<file path="config.mk">
export PLATFORM = sky130hd
export DESIGN_NAME = cgr_bank
export DESIGN_NICKNAME = d
export VERILOG_FILES = /design/src/rtl/cgr_pkg.sv /design/src/rtl/cgr_decode.sv /design/src/rtl/cgr_key.sv /design/src/rtl/cgr_sc_reg.sv /design/src/rtl/cgr_bank.sv
export SDC_FILE = /design/constraint.sdc
export NUM_CORES = 1
export LEC_CHECK = 0
export ABC_AREA = 1
export BUFFER_PORTS_ARGS = -buffer_cell sky130_fd_sc_hd__buf_2
export CORE_AREA = 3 3 237 239
export DETAILED_ROUTE_END_ITERATION = 6
export DIE_AREA = 0 0 240 242
export SLEW_MARGIN = 20
export SYNTH_ARGS = -nofsm -noshare
export SYNTH_HDL_FRONTEND = slang
export SYNTH_SLANG_ARGS = --single-unit
</file>
<file path="constraint.sdc">
create_clock -name clk_i -period 4.1 [get_ports clk_i]
set_input_delay 0.205 -clock clk_i [delete_from_list [all_inputs] [get_ports clk_i]]
set_output_delay 0.205 -clock clk_i [all_outputs]
set_load 0.03 [all_outputs]
</file>
<file path="src/rtl/cgr_pkg.sv">
package cgr_pkg;

  localparam int ENA_GROUPS = 9;
  localparam int RST_GROUPS = 8;

  function automatic int ena_width(input int g);
    case (g)
      0: return 2;
      1: return 7;
      2: return 4;
      3: return 8;
      4: return 3;
      5: return 14;
      6: return 21;
      7: return 6;
      8: return 19;
      default: return 32;
    endcase
  endfunction

  function automatic int rst_width(input int g);
    case (g)
      0: return 2;
      1: return 5;
      2: return 3;
      3: return 5;
      4: return 3;
      5: return 11;
      6: return 12;
      7: return 5;
      default: return 32;
    endcase
  endfunction

endpackage

</file>
<file path="src/rtl/cgr_decode.sv">
module cgr_decode #(
  parameter int ADDR_W     = 8,
  parameter int ENA_N      = 9,
  parameter int RST_N      = 8,
  parameter int ENA_BASE   = 'h60,
  parameter int ENA_STEP   = 12,
  parameter int RST_BASE   = 'h1C,
  parameter int RST_STEP   = 8,
  parameter int KEY_ADDR   = 'h0
) (
  input  logic              clk_i,
  input  logic              rst_ni,
  input  logic [ADDR_W-1:0] addr_i,
  output logic [ENA_N-1:0]  ena_set_o,
  output logic [ENA_N-1:0]  ena_clr_o,
  output logic [RST_N-1:0]  rst_set_o,
  output logic [RST_N-1:0]  rst_clr_o,
  output logic              key_o,
  output logic              hit_o
);

  for (genvar g = 0; g < ENA_N; g++) begin : g_ena
    localparam logic [ADDR_W-1:0] SET_A = ADDR_W'(ENA_BASE + g * ENA_STEP);
    localparam logic [ADDR_W-1:0] CLR_A = ADDR_W'(ENA_BASE + g * ENA_STEP + 4);
    assign ena_set_o[g] = (addr_i == SET_A);
    assign ena_clr_o[g] = (addr_i == CLR_A);
  end

  for (genvar g = 0; g < RST_N; g++) begin : g_rst
    localparam logic [ADDR_W-1:0] SET_A = ADDR_W'(RST_BASE + g * RST_STEP);
    localparam logic [ADDR_W-1:0] CLR_A = ADDR_W'(RST_BASE + g * RST_STEP + 4);
    assign rst_set_o[g] = (addr_i == SET_A);
    assign rst_clr_o[g] = (addr_i == CLR_A);
  end

  assign key_o = (addr_i == ADDR_W'(KEY_ADDR));
  assign hit_o = key_o | (|ena_set_o) | (|ena_clr_o) | (|rst_set_o) | (|rst_clr_o);

  // the address map has no overlaps
  a_r9_single_target: assert property (@(posedge clk_i) disable iff (!rst_ni)
    $onehot0({key_o, ena_set_o, ena_clr_o, rst_set_o, rst_clr_o}));

endmodule

</file>
<file path="src/rtl/cgr_key.sv">
module cgr_key #(
  parameter int                 DATA_W = 32,
  parameter logic [DATA_W-1:0]  UNLOCK = 32'h00A5_0001,
  parameter logic [DATA_W-1:0]  LOCK   = 32'h00A5_0000
) (
  input  logic              clk_i,
  input  logic              rst_ni,
  input  logic              wr_i,
  input  logic [DATA_W-1:0] wdata_i,
  output logic              unlocked_o
);

  always_ff @(posedge clk_i or negedge rst_ni) begin
    if (!rst_ni)                           unlocked_o <= 1'b0;
    else if (wr_i && wdata_i == UNLOCK)    unlocked_o <= 1'b1;
    else if (wr_i && wdata_i == LOCK)      unlocked_o <= 1'b0;
  end

  a_r6_unlock: assert property (@(posedge clk_i) disable iff (!rst_ni)
    (wr_i && wdata_i == UNLOCK) |=> unlocked_o);
  a_r6_lock: assert property (@(posedge clk_i) disable iff (!rst_ni)
    (wr_i && wdata_i == LOCK) |=> !unlocked_o);
  a_r6_other_hold: assert property (@(posedge clk_i) disable iff (!rst_ni)
    !(wr_i && (wdata_i == UNLOCK || wdata_i == LOCK)) |=> $stable(unlocked_o));

endmodule

</file>
<file path="src/rtl/cgr_sc_reg.sv">
module cgr_sc_reg #(
  parameter int               WIDTH = 8,
  parameter logic [WIDTH-1:0] INIT  = '0
) (
  input  logic             clk_i,
  input  logic             rst_ni,
  input  logic             set_i,
  input  logic             clr_i,
  input  logic             allow_i,
  input  logic [WIDTH-1:0] mask_i,
  output logic [WIDTH-1:0] q_o
);

  always_ff @(posedge clk_i or negedge rst_ni) begin
    if (!rst_ni)                  q_o <= INIT;
    else if (allow_i && set_i)    q_o <= q_o | mask_i;
    else if (allow_i && clr_i)    q_o <= q_o & ~mask_i;
  end

  // set writes raise every masked bit
  a_r2_set_bits: assert property (@(posedge clk_i) disable iff (!rst_ni)
    (allow_i && set_i) |=> ((q_o & $past(mask_i)) == $past(mask_i)));
  // clear writes drop every masked bit
  a_r3_clear_bits: assert property (@(posedge clk_i) disable iff (!rst_ni)
    (allow_i && clr_i && !set_i) |=> ((q_o & $past(mask_i)) == '0));
  // unmasked bits never move
  a_r2_others_kept: assert property (@(posedge clk_i) disable iff (!rst_ni)
    1'b1 |=> (((q_o ^ $past(q_o)) & ~$past(mask_i)) == '0));
  // no change without permission
  a_r7_blocked_hold: assert property (@(posedge clk_i) disable iff (!rst_ni)
    !allow_i |=> $stable(q_o));

endmodule

</file>
<file path="src/rtl/cgr_bank.sv">
module cgr_bank #(
  parameter int ADDR_W   = 8,
  parameter int DATA_W   = 32,
  parameter int ENA_N    = cgr_pkg::ENA_GROUPS,
  parameter int RST_N    = cgr_pkg::RST_GROUPS,
  parameter int ENA_BASE = 'h60,
  parameter int ENA_STEP = 12,
  parameter int RST_BASE = 'h1C,
  parameter int RST_STEP = 8,
  parameter int KEY_ADDR = 'h0,
  parameter logic [DATA_W-1:0] KEY_OPEN  = 32'h00A5_0001,
  parameter logic [DATA_W-1:0] KEY_CLOSE = 32'h00A5_0000
) (
  input  logic                          clk_i,
  input  logic                          rst_ni,
  input  logic [ADDR_W-1:0]             addr_i,
  input  logic [DATA_W-1:0]             wdata_i,
  input  logic                          we_i,
  output logic [DATA_W-1:0]             rdata_o,
  output logic [ENA_N-1:0][DATA_W-1:0]  ena_o,
  output logic [RST_N-1:0][DATA_W-1:0]  rst_o
);

  logic [ENA_N-1:0] ena_set, ena_clr;
  logic [RST_N-1:0] rst_set, rst_clr;
  logic             key_hit, any_hit, unlocked;

  cgr_decode #(
    .ADDR_W(ADDR_W), .ENA_N(ENA_N), .RST_N(RST_N),
    .ENA_BASE(ENA_BASE), .ENA_STEP(ENA_STEP),
    .RST_BASE(RST_BASE), .RST_STEP(RST_STEP), .KEY_ADDR(KEY_ADDR)
  ) i_decode (
    .clk_i     (clk_i),
    .rst_ni    (rst_ni),
    .addr_i    (addr_i),
    .ena_set_o (ena_set),
    .ena_clr_o (ena_clr),
    .rst_set_o (rst_set),
    .rst_clr_o (rst_clr),
    .key_o     (key_hit),
    .hit_o     (any_hit)
  );

  cgr_key #(.DATA_W(DATA_W), .UNLOCK(KEY_OPEN), .LOCK(KEY_CLOSE)) i_key (
    .clk_i      (clk_i),
    .rst_ni     (rst_ni),
    .wr_i       (we_i & key_hit),
    .wdata_i    (wdata_i),
    .unlocked_o (unlocked)
  );

  for (genvar g = 0; g < ENA_N; g++) begin : g_ena
    localparam int W = cgr_pkg::ena_width(g);
    logic [W-1:0] q;
    cgr_sc_reg #(.WIDTH(W), .INIT({W{1'b1}})) i_reg (
      .clk_i   (clk_i),
      .rst_ni  (rst_ni),
      .set_i   (we_i & ena_set[g]),
      .clr_i   (we_i & ena_clr[g]),
      .allow_i (1'b1),
      .mask_i  (wdata_i[W-1:0]),
      .q_o     (q)
    );
    assign ena_o[g] = DATA_W'(q);
  end

  for (genvar g = 0; g < RST_N; g++) begin : g_rst
    localparam int W = cgr_pkg::rst_width(g);
    logic [W-1:0] q;
    // bit 0 of each group (core / fabric) leaves reset released
    cgr_sc_reg #(.WIDTH(W), .INIT({{(W-1){1'b1}}, 1'b0})) i_reg (
      .clk_i   (clk_i),
      .rst_ni  (rst_ni),
      .set_i   (we_i & rst_set[g]),
      .clr_i   (we_i & rst_clr[g]),
      .allow_i (unlocked),
      .mask_i  (wdata_i[W-1:0]),
      .q_o     (q)
    );
    assign rst_o[g] = DATA_W'(q);
  end

  always_comb begin
    rdata_o = '0;
    if (key_hit) rdata_o = KEY_CLOSE | DATA_W'(unlocked);
    for (int g = 0; g < ENA_N; g++)
      if (ena_set[g] || ena_clr[g]) rdata_o = ena_o[g];
    for (int g = 0; g < RST_N; g++)
      if (rst_set[g] || rst_clr[g]) rdata_o = rst_o[g];
  end

  a_r7_locked_reset_hold: assert property (@(posedge clk_i) disable iff (!rst_ni)
    (we_i && !unlocked && ((|rst_set) || (|rst_clr))) |=> (rst_o == $past(rst_o)));
  a_r9_unmapped_zero: assert property (@(posedge clk_i) disable iff (!rst_ni)
    !any_hit |-> (rdata_o == '0));
  a_r9_unmapped_write_drop: assert property (@(posedge clk_i) disable iff (!rst_ni)
    (we_i && !any_hit) |=> ($stable(ena_o) && $stable(rst_o)));

endmodule

</file>
==> impl_metrics.tcl, run 1 <==
set metrics [dict create \
    cp.arrival_ps 2870 \
    cts_tree "yes" \
    drv_slew 0 \
    syn_area_um2 10000 \
    crit_path_max_incr_delay_ps 780 \
    setup_viol 0 \
    cts_setup_buffers 0 \
    hold_viol_final 0 \
    leakage_nw 5.37 \
    cap_violations 0 \
    synth-async-reset-ratio_pct 100 \
    synth-xor-area-share_pct 0 \
    grt_pass1_vias 6825 \
    synth_compound_area_share_pct 14.1 \
    viasPerCell 3.62 \
    drcViolationCount 0 \
    post_cts_resized 0 \
    finClkSkew_ps 9.11 \
    fin_hold_ws_ps 22.5 \
    die_x_um 240 \
    yosysUniqueCellTypes 42 \
    critical_path_class "primary input to output port" \
    peakVddDrop_v 0.000255 \
    yosysWarnings 0 \
    max-slew-margin-rel_pct 30.8 \
    dieArea_um2 58100 \
    period_share_pct 74.9 \
    ys_seq_area_share_pct 34.3 \
    worstPathMaxFanout 18 \
    grt_max_degree 132 \
    ys_ff_latch 131 \
    io_pins 619 \
    firstDrtPassIters 5 \
    die_h_um 242 \
    syn2layout_area_growth_pct 7.71 \
    clock-sinks 131 \
    synth.area.mux_share_pct 0 \
    antenna_found_initial 5 \
    ctsHoldBuffers 1 \
    worst_slack_ps 1030 \
    powerDensity_nw_per_um2 354 \
    drive_gt1_share_pct 25.7 \
    worstSkewPairLatency_ps 420 \
    outcome "finished clean" \
    synth-edff-count 0 \
    fin_area_um2 10800 \
    holdCritPathClass "primary input to flop" \
    cts-root-buf "clkbuf_16" \
    grt_pass1_wl_mm 51.6 \
    rows 85 \
    cts-buffers-inserted 17 \
    finalSetupTns_ps 0 \
    cp-start-kind "primary input" \
    dpl.hpwl_mm 31.1 \
    critPathSlowestCell "nor2_1" \
    avgRoutedWirePerCell_um 17.2 \
    gp_congestion 0.887 \
    core_um2 54000 \
    required_ps 3890 \
    clockBufferDepth 2 \
    start_util_pct 18.5 \
    critPathTopFamily "simple AND/OR/NAND/NOR gates" \
    path_buf_inv 4 \
    synth_adder_area_share_pct 0 \
    routed_wl_mm 37.9 \
    grt_overflow 0 \
    globalRouteTotalUtil_pct 12.2 \
    syn_avg_cell_area_um2 7.71 \
    worstPathCellList "buf_2 > inv_2 > nor2_1 > nand2_1 > nand2_2 > inv_2 > nor2_1 > a221oi_1 > nand3_1 > o21ai_1 > nand2_1 > buf_2" \
    crit_path_end_kind "output port" \
    fin_nets 1528 \
    worst_pin_slew_ps 1030 \
    synth_top_flop_cell "dfstp_2" \
    rsz0062_at_grt "no" \
    ant_nets 0 \
    pre_cts_ws_ps 1050 \
    drt_iter0_drc 638 \
    clk_pin_slew_worst_paths_ps 60 \
    layout_min_cycle_time_ps 3070 \
    yosys.area_share.simple_pct 14.0 \
    dpl_cell_area_um2 10200 \
    portBuffers 195 \
    synth_top_family_by_area "buffers and inverters" \
    clock.fmax_ghz 0.325 \
    htreeDepth 4 \
    fillers 6129 \
    synthCells 1298 \
    vias 7961 \
]
==> worst paths after layout <==
kind                                  startpoint                         end  slack, ps  cells after the start
worst min register to register              flop                        flop        470                      2
worst max-delay path                   addr_i[2]                  rdata_o[3]       1030                     12
max in group asynchronous                 rst_ni  asynchronous set/reset pin       3100                      3
worst max register to register  i_key.unlocked_o                        flop       2230                      4
worst min-delay path                 wdata_i[20]                        flop         20                      3
min in group asynchronous                 rst_ni            i_key.unlocked_o        520                      3
==> cells in the mapped netlist (2+ instances only) <==
cell         n  area (um^2)
nor2_4       3         33.8
o211ai_1     2         15.0
nand2_2      4         25.0
o21ai_1     44          220
nor4_1       4         25.0
buf_2        5         25.0
nand4_1     20          125
nor2_2       7         43.8
o21ai_0    155          776
dfrtp_1      9          225
buf_1        2         7.51
a41oi_1      2         17.5
a221oi_1     4         35.0
o2111ai_1    2         17.5
dfstp_2    122         3210
or2_2        4         25.0
nor3_1       4         20.0
o31ai_1      2         15.0
inv_2       14         52.6
clkbuf_1    20         75.1
buf_4      425         3190
inv_1      103          387
nand2_1    217          815
a22oi_1      5         37.5
nor2_1      42          158
a21oi_1     40          200
nand3_1     21          105
a31oi_1      2         12.5
==> layout by cell type (no fill, tap or decap), types with 9 or more instances in the layout <==
| master | instances |
|---|---|
| a21oi_1 | 40 |
| buf_2 | 194 |
| clkbuf_16 | 17 |
| conb_1 | 423 |
| dfrtp_1 | 9 |
| dfstp_2 | 122 |
| inv_1 | 103 |
| inv_2 | 14 |
| nand2_1 | 217 |
| nand3_1 | 21 |
| nand4_1 | 20 |
| nor2_1 | 42 |
| o21ai_0 | 155 |
| o21ai_1 | 44 |
==> cell families after synthesis <==
family / count (synthesis)
AO/OA/AOI/OAI: 265
buffers and inverters: 571
flip-flops: 131
other: 1
AND/OR/NAND/NOR: 330
==> metal layers <==
metal | vias to the layer above | GRT usage (%) | share of wire (%)
li1 | 3698 | - | -
met1 | 3797 | 14.2 | 38
met2 | 442 | 19.7 | 48
met3 | 22 | 6.20 | 13
met4 | 2 | 3.06 | 1.3
met5 | - | 0 | 0.053
==> report_power, final <==
part           internal, mW  total (mW)  switching (mW)  leakage (nW)
combinational        0.0727       0.857           0.785          3.71
sequential             1.36        1.40          0.0337          1.38
clock                 0.981        1.57           0.585         0.285
total                  2.42        3.82            1.40          5.37
==> cell type report <==
class                   instances  area [um^2]  share of cell area, %
flip-flops and latches        131         3430                   31.8
diodes                          4         10.0                 0.0929
repair buffers                199         1020                   9.50
clock buffers                  21          460                   4.27
multi-input cells            1018         4410                   40.9
clock inverters                10          133                   1.23
inverters                     118          443                   4.11
well taps                     696          871                   8.08
==> worst min-delay path, stage by stage <==
cell and delay [ps]:
buf_2 100, inv_1 60, o21ai_1 70
==> metrics by stage <==
step                std cells  utilization, %  power [mW]
global placement         2161            18.8        2.26
finish                   2197            20.0        3.82
detailed placement       2161            18.8        2.26
CTS                      2193            19.9        3.84
floorplan                1720               -        2.39
global route             2196            19.9        3.96
No activity file was read; power rests on OpenSTA's default activity.
==> run 2: changes to the inputs <==
clock period = 2.7 ns   (was 4.1 ns; I/O delays follow)
==> run 2 against run 1 <==
Effect of this change:
- core utilization is 0.62 points higher
- global-route usage is 0.16 points higher
- largest cell class unchanged
- die area stayed put
- final cell count is 1.4% higher
- critical endpoint is now rdata_o[1]
- largest power group unchanged
- critical path type unchanged
==> impl_metrics.tcl, run 2 (synthesized netlist as in run 1, its figures left out) <==
set metrics [dict create \
    outcome "finished clean" \
    critical_path_class "primary input to output port" \
    cts-root-buf "clkbuf_16" \
    critPathSlowestCell "o31ai_1" \
    worstSkewPairLatency_ps 420 \
    syn2layout_area_growth_pct 11.1 \
    die_x_um 240 \
    globalRouteTotalUtil_pct 12.3 \
    crit_path_end_kind "output port" \
    dpl.hpwl_mm 31.3 \
    hold_viol_final 0 \
    final_cell_mix "conb_1 (423), nand2_1 (217), buf_2 (194)" \
    layout_min_cycle_time_ps 2470 \
    setup_viol 0 \
    cts-buffers-inserted 17 \
    avgRoutedWirePerCell_um 16.9 \
    clock.fmax_ghz 0.405 \
    finClkSkew_ps 10.6 \
    powerDensity_nw_per_um2 536 \
    antenna_found_initial 4 \
    viasPerCell 3.61 \
    fin_nets 1560 \
    cts_tree "yes" \
    portBuffers 195 \
    ant_nets 0 \
    leakage_nw 5.54 \
    dpl_cell_area_um2 10300 \
    path_buf_inv 3 \
    die_h_um 242 \
    max-slew-margin-rel_pct 35.1 \
    drive_gt1_share_pct 26.5 \
    worstPathCellList "buf_2 > nand2_1 > nor2_4 > inv_2 > o31ai_1 > a21oi_1 > nand4_1 > nand2_1 > nand4_1 > nand2_1 > nand4_1 > buf_2" \
    cp-start-kind "primary input" \
    drv_slew 0 \
    dieArea_um2 58100 \
    core_um2 54000 \
    required_ps 2570 \
    cts_setup_buffers 0 \
    clockBufferDepth 2 \
    period_share_pct 91.4 \
    firstDrtPassIters 7 \
    cp.arrival_ps 2330 \
    fillers 6103 \
    worstPathMaxFanout 13 \
    rows 85 \
    holdCritPathClass "primary input to flop" \
    grt_pass1_wl_mm 52.6 \
    drt_iter0_drc 639 \
    fin_area_um2 11100 \
    critPathTopFamily "simple AND/OR/NAND/NOR gates" \
    peakVddDrop_v 0.000427 \
    rsz0062_at_grt "no" \
    crit_path_max_incr_delay_ps 540 \
    clk_pin_slew_worst_paths_ps 60 \
    routed_wl_mm 37.7 \
    cap_violations 0 \
    pre_cts_ws_ps 251 \
    drcViolationCount 0 \
    fin_hold_ws_ps 44.0 \
    worst_slack_ps 232 \
    worst_pin_slew_ps 963 \
    finalPower_mw 5.96 \
    vias 8044 \
    gp_congestion 0.922 \
    grt_max_degree 47 \
    io_pins 619 \
    layout_commonest_cell "conb_1" \
    finalSetupTns_ps 0 \
    htreeDepth 4 \
    grt_pass1_vias 7116 \
    grt_overflow 0 \
    clock-sinks 131 \
    start_util_pct 18.5 \
]
run 2: cell types whose count changed in the layout (fill, tap and decap cells not counted), sizes merged:
cell,before,now
diode,4,2
bufinv,3,4
inv,117,118
dlygate4sd3,1,14
clkbuf,21,20
buf,198,217
run 2: per-layer routing:
metal  wire, um  vias to the layer above  GRT usage [%]
li1           -                     3759              -
met1      15300                     3806           15.4
met2      17900                      439           19.8
met3       3850                       36           4.60
met4        633                        4           3.48
met5         32                        -              0
run 2: worst paths after layout:
| kind | cells after the start | from | slack, ps | end |
|---|---|---|---|---|
| worst max-delay path | 12 | addr_i[2] | 230 | rdata_o[1] |
| worst min-delay path | 3 | wdata_i[13] | 40 | flop |
| worst max register to register | 4 | i_key.unlocked_o | 1040 | flop |
| worst min register to register | 2 | flop | 480 | flop |
| max in group asynchronous | 2 | rst_ni | 2230 | asynchronous set/reset pin |
| min in group asynchronous | 1 | rst_ni | 70 | asynchronous set/reset pin |
run 2: timing repair:
action	4_1_cts	5_1_grt
resized for setup	0	0
endpoints found under the hold margin	16	0
hold buffers	14	0
run 2: report_power, final:
part           switching, mW  leakage, nW  total (mW)  internal [mW]
clock network          0.919        0.303        2.52           1.60
logic                   1.19         3.86        1.33          0.131
registers             0.0491         1.38        2.12           2.07
run 2: worst register-to-register path, stage by stage (launching register included):
cell and delay (ps):
dfrtp_1 410, nand2_1 220, inv_1 300, nand2_1 340
o21ai_0 300
run 2: through the flow:
step                      instances  util, %
after floorplan                1720        -
after global placement         2180     19.1
after detailed placement       2180     19.1
after CTS                      2226     20.6
after global routing           2228     20.6
final                          2228     20.6
run 2: area by class of cell:
| class | count | area (um^2) | area share, % |
|---|---|---|---|
| tap | 696 | 871 | 7.84 |
| multi-input combinational | 1018 | 4410 | 39.7 |
| antenna | 2 | 5.00 | 0.0450 |
| timing repair buffer | 231 | 1320 | 11.9 |
| clock buffer | 20 | 457 | 4.11 |
| sequential | 131 | 3430 | 30.9 |
| clock inverter | 12 | 179 | 1.61 |
| inverter | 118 | 443 | 3.99 |
==> run 3: changes to the inputs <==
clock period = 2.05 ns   (was 2.7 ns; I/O delays follow)
==> run 3 against run 2 <==
Effect of this change:
- via count increased by 3.7%
- count of clock-buffer cells in the layout down 1
- critical path depth fell by 1
- sequential share of layout area fell by 1.4 points
- clock power increased by 39%
- clock skew hardly changed
- wire length rose by 3.2%
- first-iteration DRC count shrank 5.3%
- global-route usage rose by 0.34 points
- critical endpoint is now rdata_o[2]
==> impl_metrics.tcl, run 3 (synthesized netlist as in run 1, its figures left out) <==
set metrics [dict create \
    fin_util_pct 21.5 \
    routed_wl_mm 38.9 \
    die_h_um 242 \
    dieArea_um2 58100 \
    path_buf_inv 1 \
    leakage_nw 5.81 \
    drcViolationCount 0 \
    worstPathMaxFanout 3 \
    clk_pin_slew_worst_paths_ps 60 \
    critPathSlowestCell "dfstp_2" \
    pre_cts_ws_ps -0.874 \
    vias 8344 \
    grt_overflow 0 \
    cts-buffers-inserted 17 \
    start_util_pct 18.5 \
    rows 85 \
    required_ps 1950 \
    period_share_pct 98.1 \
    drive_gt1_share_pct 30.1 \
    outcome "finished clean" \
    cp-start-kind "flop" \
    fin_nets 1607 \
    crit_top_cell "nand2_1" \
    layout_min_cycle_time_ps 2010 \
    hold_viol_final 0 \
    ant_nets 0 \
    drv_slew 0 \
    io_pins 619 \
    clockBufferDepth 2 \
    r2r_slack_ps 530 \
    worstPathCellList "nand2_1 > nand3_1 > o21ai_1 > nand3b_1 > nand2_1 > nand2_1 > nand2_1 > nand4_1 > nand2_1 > nand4_1 > buf_6" \
    finalPower_mw 8.09 \
    finClkSkew_ps 10.5 \
    viasPerCell 3.67 \
    gr-usage-met3_pct 5.53 \
    gp_congestion 0.948 \
    drt_iter0_drc 605 \
    grt_pass1_wl_mm 53.2 \
    dpl.hpwl_mm 32.6 \
    portBuffers 195 \
    worst_pin_slew_ps 727 \
    worstSkewPairLatency_ps 450 \
    cts-root-buf "clkbuf_16" \
    critPathTopFamily "simple AND/OR/NAND/NOR gates" \
    max-slew-margin-rel_pct 51.5 \
    setup_viol 0 \
    final_cell_mix "conb_1 (423), nand2_1 (208), buf_2 (190)" \
    syn2layout_area_growth_pct 16.3 \
    grt_pass1_vias 7258 \
    htreeDepth 4 \
    globalRouteMet2Util_pct 19.8 \
    worst_slack_ps 38.6 \
    firstDrtPassIters 5 \
    crit_path_end_kind "output port" \
    met1_usage_pct 15.5 \
    avgRoutedWirePerCell_um 17.1 \
    crit_path_max_incr_delay_ps 550 \
    critical_path_class "flop to output port" \
    fin_hold_ws_ps 35.6 \
    layout_commonest_cell "conb_1" \
    cp.arrival_ps 1910 \
    clock.fmax_ghz 0.497 \
    fillers 6072 \
    peakVddDrop_v 0.000364 \
    diodes 0 \
    rsz0062_at_grt "yes" \
    clock-sinks 131 \
    powerDensity_nw_per_um2 695 \
    cts_tree "yes" \
    holdCritPathClass "primary input to flop" \
    antenna_found_initial 0 \
    die_x_um 240 \
    grt_max_degree 56 \
    top_usage_layer "met2" \
    cap_violations 0 \
    globalRouteTotalUtil_pct 12.7 \
    core_um2 54000 \
]
==> run 3: changes by cell type in the layout (fill, tap and decap cells not counted), sizes merged <==
cell / change
diode: -2
inv: +4
bufinv: +1
dlygate4sd3: +5
clkinv: -2
clkbuf: -1
buf: +42
clkinvlp: -2
==> run 3: routing by layer <==
metal | up-vias | share of wire (%)
met5 | - | 0
met4 | 0 | 2.8
met3 | 53 | 12
met2 | 499 | 46
met1 | 3927 | 39
li1 | 3865 | -
==> run 3: cell type report <==
cell class	count	area, um^2	area share [%]
multi-input cells	1018	4490	38.5
flip-flops and latches	131	3430	29.5
repair buffers	278	1750	15.0
well taps	696	871	7.48
inverters	118	445	3.83
clock buffers	19	443	3.80
clock inverters	13	218	1.87
==> run 3: worst paths after layout <==
path | startpoint | endpoint | cells after the start
max | flop | rdata_o[2] | 11
min reg2reg | flop | flop | 2
min | addr_i[2] | flop | 4
min in group asynchronous | rst_ni | asynchronous set/reset pin | 2
max reg2reg | i_key.unlocked_o | flop | 4
max in group asynchronous | rst_ni | asynchronous set/reset pin | 3
==> run 3: power breakdown <==
| group | internal [mW] | switching, mW |
|---|---|---|
| Sequential | 2.72 | 0.0673 |
| Combinational | 0.213 | 1.59 |
| Clock | 2.21 | 1.29 |
==> run 3: worst min-delay path: cells and delay by family <==
family / cells / cell delay (ps)
simple gates: 1 / 100
buf+inv: 2 / 240
compound gates: 1 / 50
==> run 3: repair_timing <==
action,in CTS,in global routing
endpoints found under the hold margin,68,0
pin swaps,0,19
gates resized for setup,2,38
hold buffers,19,0
setup endpoints to repair,2,5
setup buffers,0,5
==> run 3: per-stage QoR <==
stage | setup TNS, ps | std cells | area, um^2
finish | 0 | 2273 | 11600
global route | -248 | 2273 | 11600
CTS | 0 | 2268 | 11500
detailed placement | -0.874 | 2217 | 10600
global placement | 0 | 2217 | 10600
floorplan | 0 | 1720 | 11600
